--- src/rtl/spi_hd_pkg.sv ---
`timescale 1ns/1ps
package spi_hd_pkg;
    // control fields, bit 0 upward: idle level, direction, order, shared line
    typedef struct packed {
        logic three_wire;
        logic lsb_first;
        logic dir_rx;
        logic mode3;
    } spi_cfg_t;

    localparam int unsigned A_CTRL  = 0;
    localparam int unsigned A_DIV   = 1;
    localparam int unsigned A_IE    = 2;
    localparam int unsigned A_FLAG  = 3;
    localparam int unsigned A_CNT   = 4;
    localparam int unsigned A_DATA  = 5;
    localparam int unsigned A_LEVEL = 6;

    localparam int unsigned F_CEND  = 0;
    localparam int unsigned F_BEND  = 1;
    localparam int unsigned F_HALF  = 2;
    localparam int unsigned F_OVF   = 3;
    localparam int unsigned CLR_BIT = 7;
endpackage

--- src/rtl/spi_hd_fifo.sv ---
`timescale 1ns/1ps
module spi_hd_fifo #(
    parameter int unsigned DEPTH = 8,
    parameter int unsigned W     = 8,
    localparam int unsigned PW   = $clog2(DEPTH),
    localparam int unsigned LW   = $clog2(DEPTH + 1)
) (
    input  logic          clk,
    input  logic          rst_n,
    input  logic          clear,
    input  logic          push,
    input  logic [W-1:0]  wdata,
    input  logic          pop,
    output logic [W-1:0]  rdata,
    output logic [LW-1:0] level,
    output logic          full,
    output logic          empty
);
    typedef struct packed {
        logic [DEPTH-1:0][W-1:0] mem;
        logic [PW-1:0]           wp;
        logic [PW-1:0]           rp;
        logic [LW-1:0]           lvl;
    } fifo_st_t;

    fifo_st_t st_d, st_q;
    logic     do_push, do_pop;

    function automatic logic [PW-1:0] bump(input logic [PW-1:0] p);
        return (p == PW'(DEPTH - 1)) ? '0 : p + 1'b1;
    endfunction

    assign full  = (st_q.lvl == LW'(DEPTH));
    assign empty = (st_q.lvl == '0);
    assign rdata = st_q.mem[st_q.rp];
    assign level = st_q.lvl;

    always_comb begin
        st_d    = st_q;
        do_push = push && !full;
        do_pop  = pop && !empty;
        if (clear) begin
            st_d.wp  = '0;
            st_d.rp  = '0;
            st_d.lvl = '0;
        end else begin
            if (do_push) begin
                st_d.mem[st_q.wp] = wdata;
                st_d.wp           = bump(st_q.wp);
            end
            if (do_pop) st_d.rp = bump(st_q.rp);
            st_d.lvl = st_q.lvl + LW'(do_push) - LW'(do_pop);
        end
    end

    always_ff @(posedge clk or negedge rst_n) begin
        if (!rst_n) st_q <= '0;
        else        st_q <= st_d;
    end

    AST_FIFO_CAP: assert property (@(posedge clk) disable iff (!rst_n)
        st_q.lvl <= LW'(DEPTH)) else $error("fifo level above depth");
endmodule

--- src/rtl/spi_hd_engine.sv ---
`timescale 1ns/1ps
module spi_hd_engine #(
    parameter int unsigned W    = 8,
    parameter int unsigned DIVW = 8,
    localparam int unsigned BW  = $clog2(W)
) (
    input  logic            clk,
    input  logic            rst_n,
    input  logic            abort,
    input  logic            mode3,
    input  logic            lsb_first,
    input  logic            dir_rx,
    input  logic [DIVW-1:0] div,
    input  logic            can_start,
    input  logic [W-1:0]    tx_byte,
    input  logic            sdi,
    output logic            start,
    output logic            done,
    output logic            busy,
    output logic [W-1:0]    rx_byte,
    output logic            sck,
    output logic            sdo
);
    typedef struct packed {
        logic            run;
        logic            half;
        logic [DIVW-1:0] tick;
        logic [BW-1:0]   bitn;
        logic [W-1:0]    txb;
        logic [W-1:0]    rxb;
    } eng_st_t;

    eng_st_t         st_d, st_q;
    logic [DIVW-1:0] len_lo, len_hi;
    logic [BW-1:0]   idx;

    assign len_hi = div >> 1;
    assign len_lo = div - len_hi;

    always_comb begin
        st_d  = st_q;
        start = 1'b0;
        done  = 1'b0;
        if (abort) begin
            st_d.run = 1'b0;
        end else if (!st_q.run) begin
            if (can_start) begin
                st_d.run  = 1'b1;
                st_d.half = 1'b0;
                st_d.tick = '0;
                st_d.bitn = '0;
                st_d.txb  = dir_rx ? '1 : tx_byte;
                start     = 1'b1;
            end
        end else if (!st_q.half) begin
            if (st_q.tick == len_lo - 1'b1) begin
                st_d.half = 1'b1;
                st_d.tick = '0;
                st_d.rxb  = lsb_first ? {sdi, st_q.rxb[W-1:1]}
                                      : {st_q.rxb[W-2:0], sdi};
            end else begin
                st_d.tick = st_q.tick + 1'b1;
            end
        end else begin
            if (st_q.tick == len_hi - 1'b1) begin
                st_d.half = 1'b0;
                st_d.tick = '0;
                if (st_q.bitn == BW'(W - 1)) begin
                    st_d.run = 1'b0;
                    done     = 1'b1;
                end else begin
                    st_d.bitn = st_q.bitn + 1'b1;
                end
            end else begin
                st_d.tick = st_q.tick + 1'b1;
            end
        end
    end

    always_ff @(posedge clk or negedge rst_n) begin
        if (!rst_n) st_q <= '0;
        else        st_q <= st_d;
    end

    assign idx     = lsb_first ? st_q.bitn : BW'(W - 1) - st_q.bitn;
    assign sck     = st_q.run ? st_q.half : mode3;
    assign sdo     = st_q.run ? st_q.txb[idx] : 1'b0;
    assign busy    = st_q.run;
    assign rx_byte = st_q.rxb;

    AST_SDO_AT_RISE: assert property (@(posedge clk) disable iff (!rst_n)
        (st_q.run && $rose(sck)) |-> $stable(sdo)) else $error("data moved at rising edge");
endmodule

--- src/rtl/spi_hd_master.sv ---
`timescale 1ns/1ps
module spi_hd_master
    import spi_hd_pkg::*;
#(
    parameter int unsigned DEPTH = 8,
    parameter int unsigned DW    = 8,
    parameter int unsigned CW    = 16,
    parameter int unsigned DIVW  = 8,
    parameter int unsigned AW    = 3
) (
    input  logic          clk,
    input  logic          rst_n,
    input  logic          bus_sel,
    input  logic          bus_wr,
    input  logic [AW-1:0] bus_addr,
    input  logic [CW-1:0] bus_wdata,
    output logic [CW-1:0] bus_rdata,
    output logic          spi_sck,
    output logic          spi_mosi,
    input  logic          spi_miso_i,
    output logic          spi_miso_o,
    output logic          spi_miso_oe,
    output logic          irq
);
    localparam int unsigned LW = $clog2(DEPTH + 1);

    typedef struct packed {
        spi_cfg_t        cfg;
        logic [DIVW-1:0] div;
        logic [3:0]      ie;
        logic [3:0]      flg;
        logic [CW-1:0]   cnt;
    } reg_st_t;

    reg_st_t       rg_d, rg_q;
    logic          wr_ctrl, wr_div, wr_ie, wr_flg, wr_cnt, wr_data, rd_data, clr;
    logic          f_push, f_pop, f_full, f_empty, ovf_ev, free;
    logic [DW-1:0] f_wdata, f_rdata, e_rx;
    logic [LW-1:0] f_level;
    logic          e_start, e_done, e_busy, e_sdo, can_start;
    logic [3:0]    flg_set, flg_keep;

    assign wr_ctrl = bus_sel && bus_wr && (bus_addr == AW'(A_CTRL));
    assign wr_div  = bus_sel && bus_wr && (bus_addr == AW'(A_DIV));
    assign wr_ie   = bus_sel && bus_wr && (bus_addr == AW'(A_IE));
    assign wr_flg  = bus_sel && bus_wr && (bus_addr == AW'(A_FLAG));
    assign wr_cnt  = bus_sel && bus_wr && (bus_addr == AW'(A_CNT));
    assign wr_data = bus_sel && bus_wr && (bus_addr == AW'(A_DATA));
    assign rd_data = bus_sel && !bus_wr && (bus_addr == AW'(A_DATA));
    assign clr     = wr_ctrl && bus_wdata[CLR_BIT];

    assign f_push  = rg_q.cfg.dir_rx ? e_done : wr_data;
    assign f_wdata = rg_q.cfg.dir_rx ? e_rx : bus_wdata[DW-1:0];
    assign f_pop   = rg_q.cfg.dir_rx ? (rd_data && !f_empty) : e_start;
    assign ovf_ev  = rg_q.cfg.dir_rx ? (rd_data && f_empty) : (wr_data && f_full);

    assign can_start = (rg_q.cnt != '0) && !clr &&
                       (rg_q.cfg.dir_rx ? !f_full : !f_empty);
    assign free = !e_busy && (rg_q.cnt == '0);

    spi_hd_fifo #(.DEPTH(DEPTH), .W(DW)) u_fifo (
        .clk(clk), .rst_n(rst_n), .clear(clr), .push(f_push), .wdata(f_wdata),
        .pop(f_pop), .rdata(f_rdata), .level(f_level), .full(f_full), .empty(f_empty)
    );

    spi_hd_engine #(.W(DW), .DIVW(DIVW)) u_eng (
        .clk(clk), .rst_n(rst_n), .abort(clr), .mode3(rg_q.cfg.mode3),
        .lsb_first(rg_q.cfg.lsb_first), .dir_rx(rg_q.cfg.dir_rx), .div(rg_q.div),
        .can_start(can_start), .tx_byte(f_rdata), .sdi(spi_miso_i),
        .start(e_start), .done(e_done), .busy(e_busy), .rx_byte(e_rx),
        .sck(spi_sck), .sdo(e_sdo)
    );

    always_comb begin
        rg_d     = rg_q;
        flg_set  = '0;
        flg_keep = rg_q.flg;
        if (wr_ctrl) rg_d.cfg = spi_cfg_t'(bus_wdata[3:0]);
        if (wr_div)  rg_d.div = (bus_wdata[DIVW-1:0] < DIVW'(2)) ? DIVW'(2)
                                                                 : bus_wdata[DIVW-1:0];
        if (wr_ie)   rg_d.ie  = bus_wdata[3:0];
        if (clr)                          rg_d.cnt = '0;
        else if (wr_cnt)                  rg_d.cnt = bus_wdata;
        else if (e_done && rg_q.cnt != '0) rg_d.cnt = rg_q.cnt - 1'b1;
        flg_set[F_BEND] = e_done;
        flg_set[F_CEND] = e_done && (rg_q.cnt == CW'(1)) && !wr_cnt;
        flg_set[F_HALF] = (f_level >= LW'(DEPTH / 2));
        flg_set[F_OVF]  = ovf_ev;
        if (wr_flg) flg_keep = rg_q.flg & ~bus_wdata[3:0];
        rg_d.flg = clr ? '0 : (flg_keep | flg_set);
    end

    always_ff @(posedge clk or negedge rst_n) begin
        if (!rst_n) begin
            rg_q     <= '0;
            rg_q.div <= DIVW'(2);
        end else begin
            rg_q <= rg_d;
        end
    end

    always_comb begin
        bus_rdata = '0;
        case (bus_addr)
            AW'(A_CTRL):  bus_rdata = {{(CW-4){1'b0}}, rg_q.cfg};
            AW'(A_DIV):   bus_rdata = {{(CW-DIVW){1'b0}}, rg_q.div};
            AW'(A_IE):    bus_rdata = {{(CW-4){1'b0}}, rg_q.ie};
            AW'(A_FLAG):  bus_rdata = {{(CW-7){1'b0}}, free, 2'b00, rg_q.flg};
            AW'(A_CNT):   bus_rdata = rg_q.cnt;
            AW'(A_DATA):  bus_rdata = {{(CW-DW){1'b0}}, f_rdata};
            AW'(A_LEVEL): bus_rdata = {{(CW-LW){1'b0}}, f_level};
            default:      bus_rdata = '0;
        endcase
    end

    assign spi_mosi    = rg_q.cfg.three_wire ? 1'b0 : e_sdo;
    assign spi_miso_o  = e_sdo;
    assign spi_miso_oe = rg_q.cfg.three_wire && !rg_q.cfg.dir_rx;
    assign irq         = |(rg_q.flg & rg_q.ie);

    AST_DIV_FLOOR: assert property (@(posedge clk) disable iff (!rst_n)
        rg_q.div >= DIVW'(2)) else $error("divisor below floor");
    AST_TX_NONEMPTY: assert property (@(posedge clk) disable iff (!rst_n)
        (e_start && !rg_q.cfg.dir_rx) |-> !f_empty) else $error("tx start on empty");
    AST_NO_OVERFLOW: assert property (@(posedge clk) disable iff (!rst_n)
        (e_done && rg_q.cfg.dir_rx) |-> !f_full) else $error("rx byte into full fifo");
    AST_CNT_STEP: assert property (@(posedge clk) disable iff (!rst_n)
        (e_done && rg_q.cnt != '0 && !clr && !wr_cnt) |=> (rg_q.cnt == $past(rg_q.cnt) - 1'b1))
        else $error("count did not step");
endmodule

--- config.mk ---
export PLATFORM = sky130hd
export DESIGN_NAME = spi_hd_master
export DESIGN_NICKNAME = d
export VERILOG_FILES = /design/src/rtl/spi_hd_pkg.sv /design/src/rtl/spi_hd_fifo.sv /design/src/rtl/spi_hd_engine.sv /design/src/rtl/spi_hd_master.sv
export SDC_FILE = /design/constraint.sdc
export NUM_CORES = 1
export LEC_CHECK = 0
export ABC_AREA = 1
export BUFFER_PORTS_ARGS = -buffer_cell sky130_fd_sc_hd__buf_4
export CAP_MARGIN = 40
export CORE_ASPECT_RATIO = 0.75
export CORE_MARGIN = 1.5
export CORE_UTILIZATION = 30
export CTS_BUF_LIST = sky130_fd_sc_hd__clkbuf_2 sky130_fd_sc_hd__clkbuf_4 sky130_fd_sc_hd__clkbuf_8
export DETAILED_ROUTE_END_ITERATION = 12
export HOLD_SLACK_MARGIN = 0.1
export SLEW_MARGIN = 5
export SYNTH_ARGS = -nofsm -noshare
export SYNTH_HDL_FRONTEND = slang
export SYNTH_SLANG_ARGS = --single-unit
--- constraint.sdc ---
create_clock -name clk -period 2.5 [get_ports clk]
set_clock_uncertainty 0.05 [all_clocks]
set_input_delay 0.25 -clock clk [delete_from_list [all_inputs] [get_ports clk]]
set_output_delay 0.25 -clock clk [all_outputs]
set_load 0.005 [all_outputs]
==> metrics.md <==
| Metric | Value |
|---|---|
| Unrepaired setup endpoints after global routing | yes |
| Pwr Density | 919.1 nW/um^2 |
| Pre-CTS setup slack | -71.19 ps |
| Post-synth design cell area | 8884 sq um |
| Slew of the pin with the lowest slew margin | 669.3 ps |
| Seq pwr share | 30.3% |
| Layout cells sized above 1 | roughly 22% |
| Mean area per synthesized cell | 7.282 sq um |
| Routed length per instance | around 16 um |
| Clock Power Share | about a fifth |
| Final hold violation count | 0 |
| Clock Latency Late Sink | 460 ps |
| Clock root cell | clkbuf_8 |
| 1st-iter DRT viols | 1074 |
| Clock tree sinks | around 140 |
| Number of antenna diodes | 0 |
| Worst path max stage delay | about 400 ps |
| Rel. slew slack | ~55% |
| Post-DP HPWL | 20650 um |
| Tightest Hold Check Type | primary input to flip-flop |
| Buf/Inv on CP | 2 |
| Filler cell count | 2979 |
| Startpoint types | flip-flop |
| Deepest clock path buffer count | 2 |
| Worst setup margin | 7.242 ps |
| Vias in the first global route | around 8000 |
| Worst Path Required | around 2800 ps |
| P_sw | 4.591 mW |
| Leakage | 5.767 nW |
| H-tree Lvls | 4 |
| Tmin final | 2493 ps |
| Worst IR Drop VDD | between 0.3 and 0.4 mV |
| CTS Buf Count | 17 |
| Final core utilization | 39.42% |
| I/O pin total | 45 |
| Final WL | 28920 um |
| CTS tree | built |
| First-pass GRT wire length | 45230 um |
| RD Place Congestion | slightly above 0.9 |
| Initial antenna violation count | 0 |
| Crit path capture type | flip-flop |
| Largest net degree at the start of global routing | 66 |
| Syn Nets | 1276 |
| Vias | 9058 |
| Post-Syn Instances | 1220 |
| Clk slew on worst S/H paths | roughly 90 ps |
| Status | finished clean |
| Crit path kind | flip-flop to flip-flop |
| Fin crit share | 99.71% |
| Post-synthesis register bit count | 139 |
| Final Max Slew Viols | 0 |
| Height of the die | about 150 um |
| Most frequent cells in the layout | 386 x nand2_1, 163 x buf_4, 137 x dfrtp_1 |
| Nets | approximately 1400 |
| Cell chain of the critical path | nor2_2 > nand2_2 > nor3_4 > nand2_2 > nand3_2 > nor2_2 > o21ai_2 > inv_2 > ha_1 > inv_1 > ha_4 > fa_1 > xnor2_1 > nor2_1 |
| GRT Residual Overflow | 0 |
| Seq/Total Area, Yosys | 39.17% |
| Die Wd | ~200 um |
| Yosys warns | 0 |
| Area growth, synth to finish | 29.21% |
| Final Setup Violations | 0 |
| Total die area | 30660 sq um |
| 1st-pass router iterations | 5 |
| DRC | 0 |
| IO Port Bufs | 44 |
| Crit path DAT | 2790 ps |
| Max Cap Viol | 0 |
| Most common cell after layout, fill and taps aside | nand2_1 |
| Combinational power share | 49.2% |
| Yosys cell types | 54 |
| Worst Path Max Fanout | 2 |
| Int Pwr | 5.960 mW |
| Placeable Area | approximately 29000 sq um |
| ANT nets after route | 0 |
| Top delay family on crit path | adder cells |
| Via density | just over 5 |
| Fmax | 0.4012 GHz |
| GRT Util Overall | between 10% and 20% |
| Row cnt | 54 |
| Critical path's slowest cell | dfrtp_1 |
| Sw Share | 43.51% |
| Initial core utilization | 30.51% |
[worst reg2reg max path, cell delays in order (launching register included)]
cell     delay (ps)
dfrtp_1         400
nor2_2          140
nand2_2          90
nor3_4          200
nand2_2         100
nand3_2          90
nor2_2           50
o21ai_2         150
inv_2            50
ha_1            270
inv_1            60
ha_4            160
fa_1            370
xnor2_1         150
nor2_1           60
[flip-flops by register name (all words and copies together) (netlist names)]
name	count
u_fifo.st_q	70
rg_q	36
u_eng.st_q	20
u_eng.rx_byte	8
u_fifo.level	4
u_eng.busy	1
[cells by family (layout without fill, tap and decap cells)]
kind of cell,after synthesis,in the layout,share of synthesized area [%]
buffers and inverters,164,340,8.085
adder cells (fa/ha/maj),32,32,4.676
AND/OR/NAND/NOR,688,688,35.13
flip-flops,139,139,39.17
AO/OA/AOI/OAI,183,183,11.56
XOR/XNOR,14,14,1.380
[repair_timing]
action,CTS,global route
hold buffers,13,0
resized for setup,16,54
hold endpoints to repair,76,0
pin swaps,10,24
gates cloned,0,4
setup buffers,12,10
endpoints found under the setup margin,23,106
[layout make-up]
type,instances,area (sq um),share of cell area [%]
multi-input combinational,917,4977,43.36
sequential,139,3481,30.32
timing repair buffer,191,1622,14.13
tap,392,490.5,4.273
inverter,117,451.7,3.935
clock buffer,23,297.8,2.594
clock inverter,9,158.9,1.384
[routing by layer]
layer  up-vias  routed length, um  global-route usage (%)
met5         -                  0                       0
met4         0                384                   3.909
met3        22               2124                   2.896
met2       318              11870                   25.44
met1      4328              14540                   29.84
li1       4390                  -                       -
[power by group through the flow]
stage / sequential, mW / clock [mW] / combinational, mW
after floorplan: 3.07 / 0 / 3.08
after global placement: 3.20 / 0 / 4.74
final: 3.19 / 2.17 / 5.19
after CTS: 3.17 / 2.21 / 4.90
after detailed placement: 3.20 / 0 / 4.79
after global routing: 3.26 / 2.28 / 5.76
[per-stage QoR]
stage	instance area, sq um	instances	hold slack (ps)	power, mW	TNS (ps)
4_1_cts	11100	1774	108.5	10.27	-3.667
3_3_place_gp	10360	1717	251.1	7.937	-623.9
6_report	11480	1788	127.0	10.55	0
5_1_grt	11480	1788	122.3	11.29	-6086
2_1_floorplan	8946	1220	-95.59	6.144	-74.78
3_5_place_dp	10360	1717	252.1	7.992	-618.4
[cell usage after synthesis, drive strengths merged]
| cell type | number | area share, % |
|---|---|---|
| o311ai | 1 | 0.099 |
| nor4 | 1 | 0.070 |
| a211oi | 3 | 0.25 |
| o211ai | 2 | 0.17 |
| a21boi | 1 | 0.13 |
| nand4 | 78 | 5.6 |
| a221oi | 1 | 0.099 |
| buf | 22 | 2.1 |
| dfstp | 1 | 0.30 |
| nand3b | 3 | 0.25 |
| xor2 | 7 | 0.69 |
| nand2 | 401 | 17 |
| a221o | 1 | 0.11 |
| nor3b | 2 | 0.17 |
| a21oi | 23 | 1.3 |
| inv | 114 | 4.8 |
| or2 | 2 | 0.14 |
| o21bai | 2 | 0.17 |
| ha | 30 | 4.2 |
| a21o | 1 | 0.085 |
| and2 | 1 | 0.070 |
| clkbuf | 25 | 1.1 |
| o2bb2ai | 1 | 0.099 |
| a31oi | 2 | 0.14 |
| o21ai | 114 | 6.5 |
| o22ai | 22 | 1.5 |
| dfrtp | 138 | 39 |
| clkinv | 3 | 0.13 |
| nand3 | 74 | 4.7 |
| nor2 | 102 | 4.9 |
| o21a | 2 | 0.17 |
| nor3 | 24 | 2.1 |
| o221ai | 3 | 0.30 |
| fa | 2 | 0.45 |
| xnor2 | 7 | 0.69 |
| a311oi | 4 | 0.39 |
[final timing paths]
check | start | end | slack [ps] | cells after the start
worst max-delay path | rg_q[9]$_DFFE_PN0P_ | u_fifo.level[2]$_DFF_PN0_ | 7 | 14
worst min-delay path | bus_wdata[12] | rg_q[12]$_DFFE_PN0P_ | 130 | 5
worst max register to register | rg_q[9]$_DFFE_PN0P_ | u_fifo.level[2]$_DFF_PN0_ | 7 | 14
worst min register to register | u_fifo.st_q[35]$_DFFE_PN0P_ | u_fifo.st_q[35]$_DFFE_PN0P_ | 430 | 2
max in group asynchronous | rst_n | rg_q[25]$_DFFE_PN1P_ | 1290 | 3
min in group asynchronous | rst_n | u_fifo.st_q[19]$_DFFE_PN0P_ | 310 | 2
No activity file was read; power rests on OpenSTA's default activity.
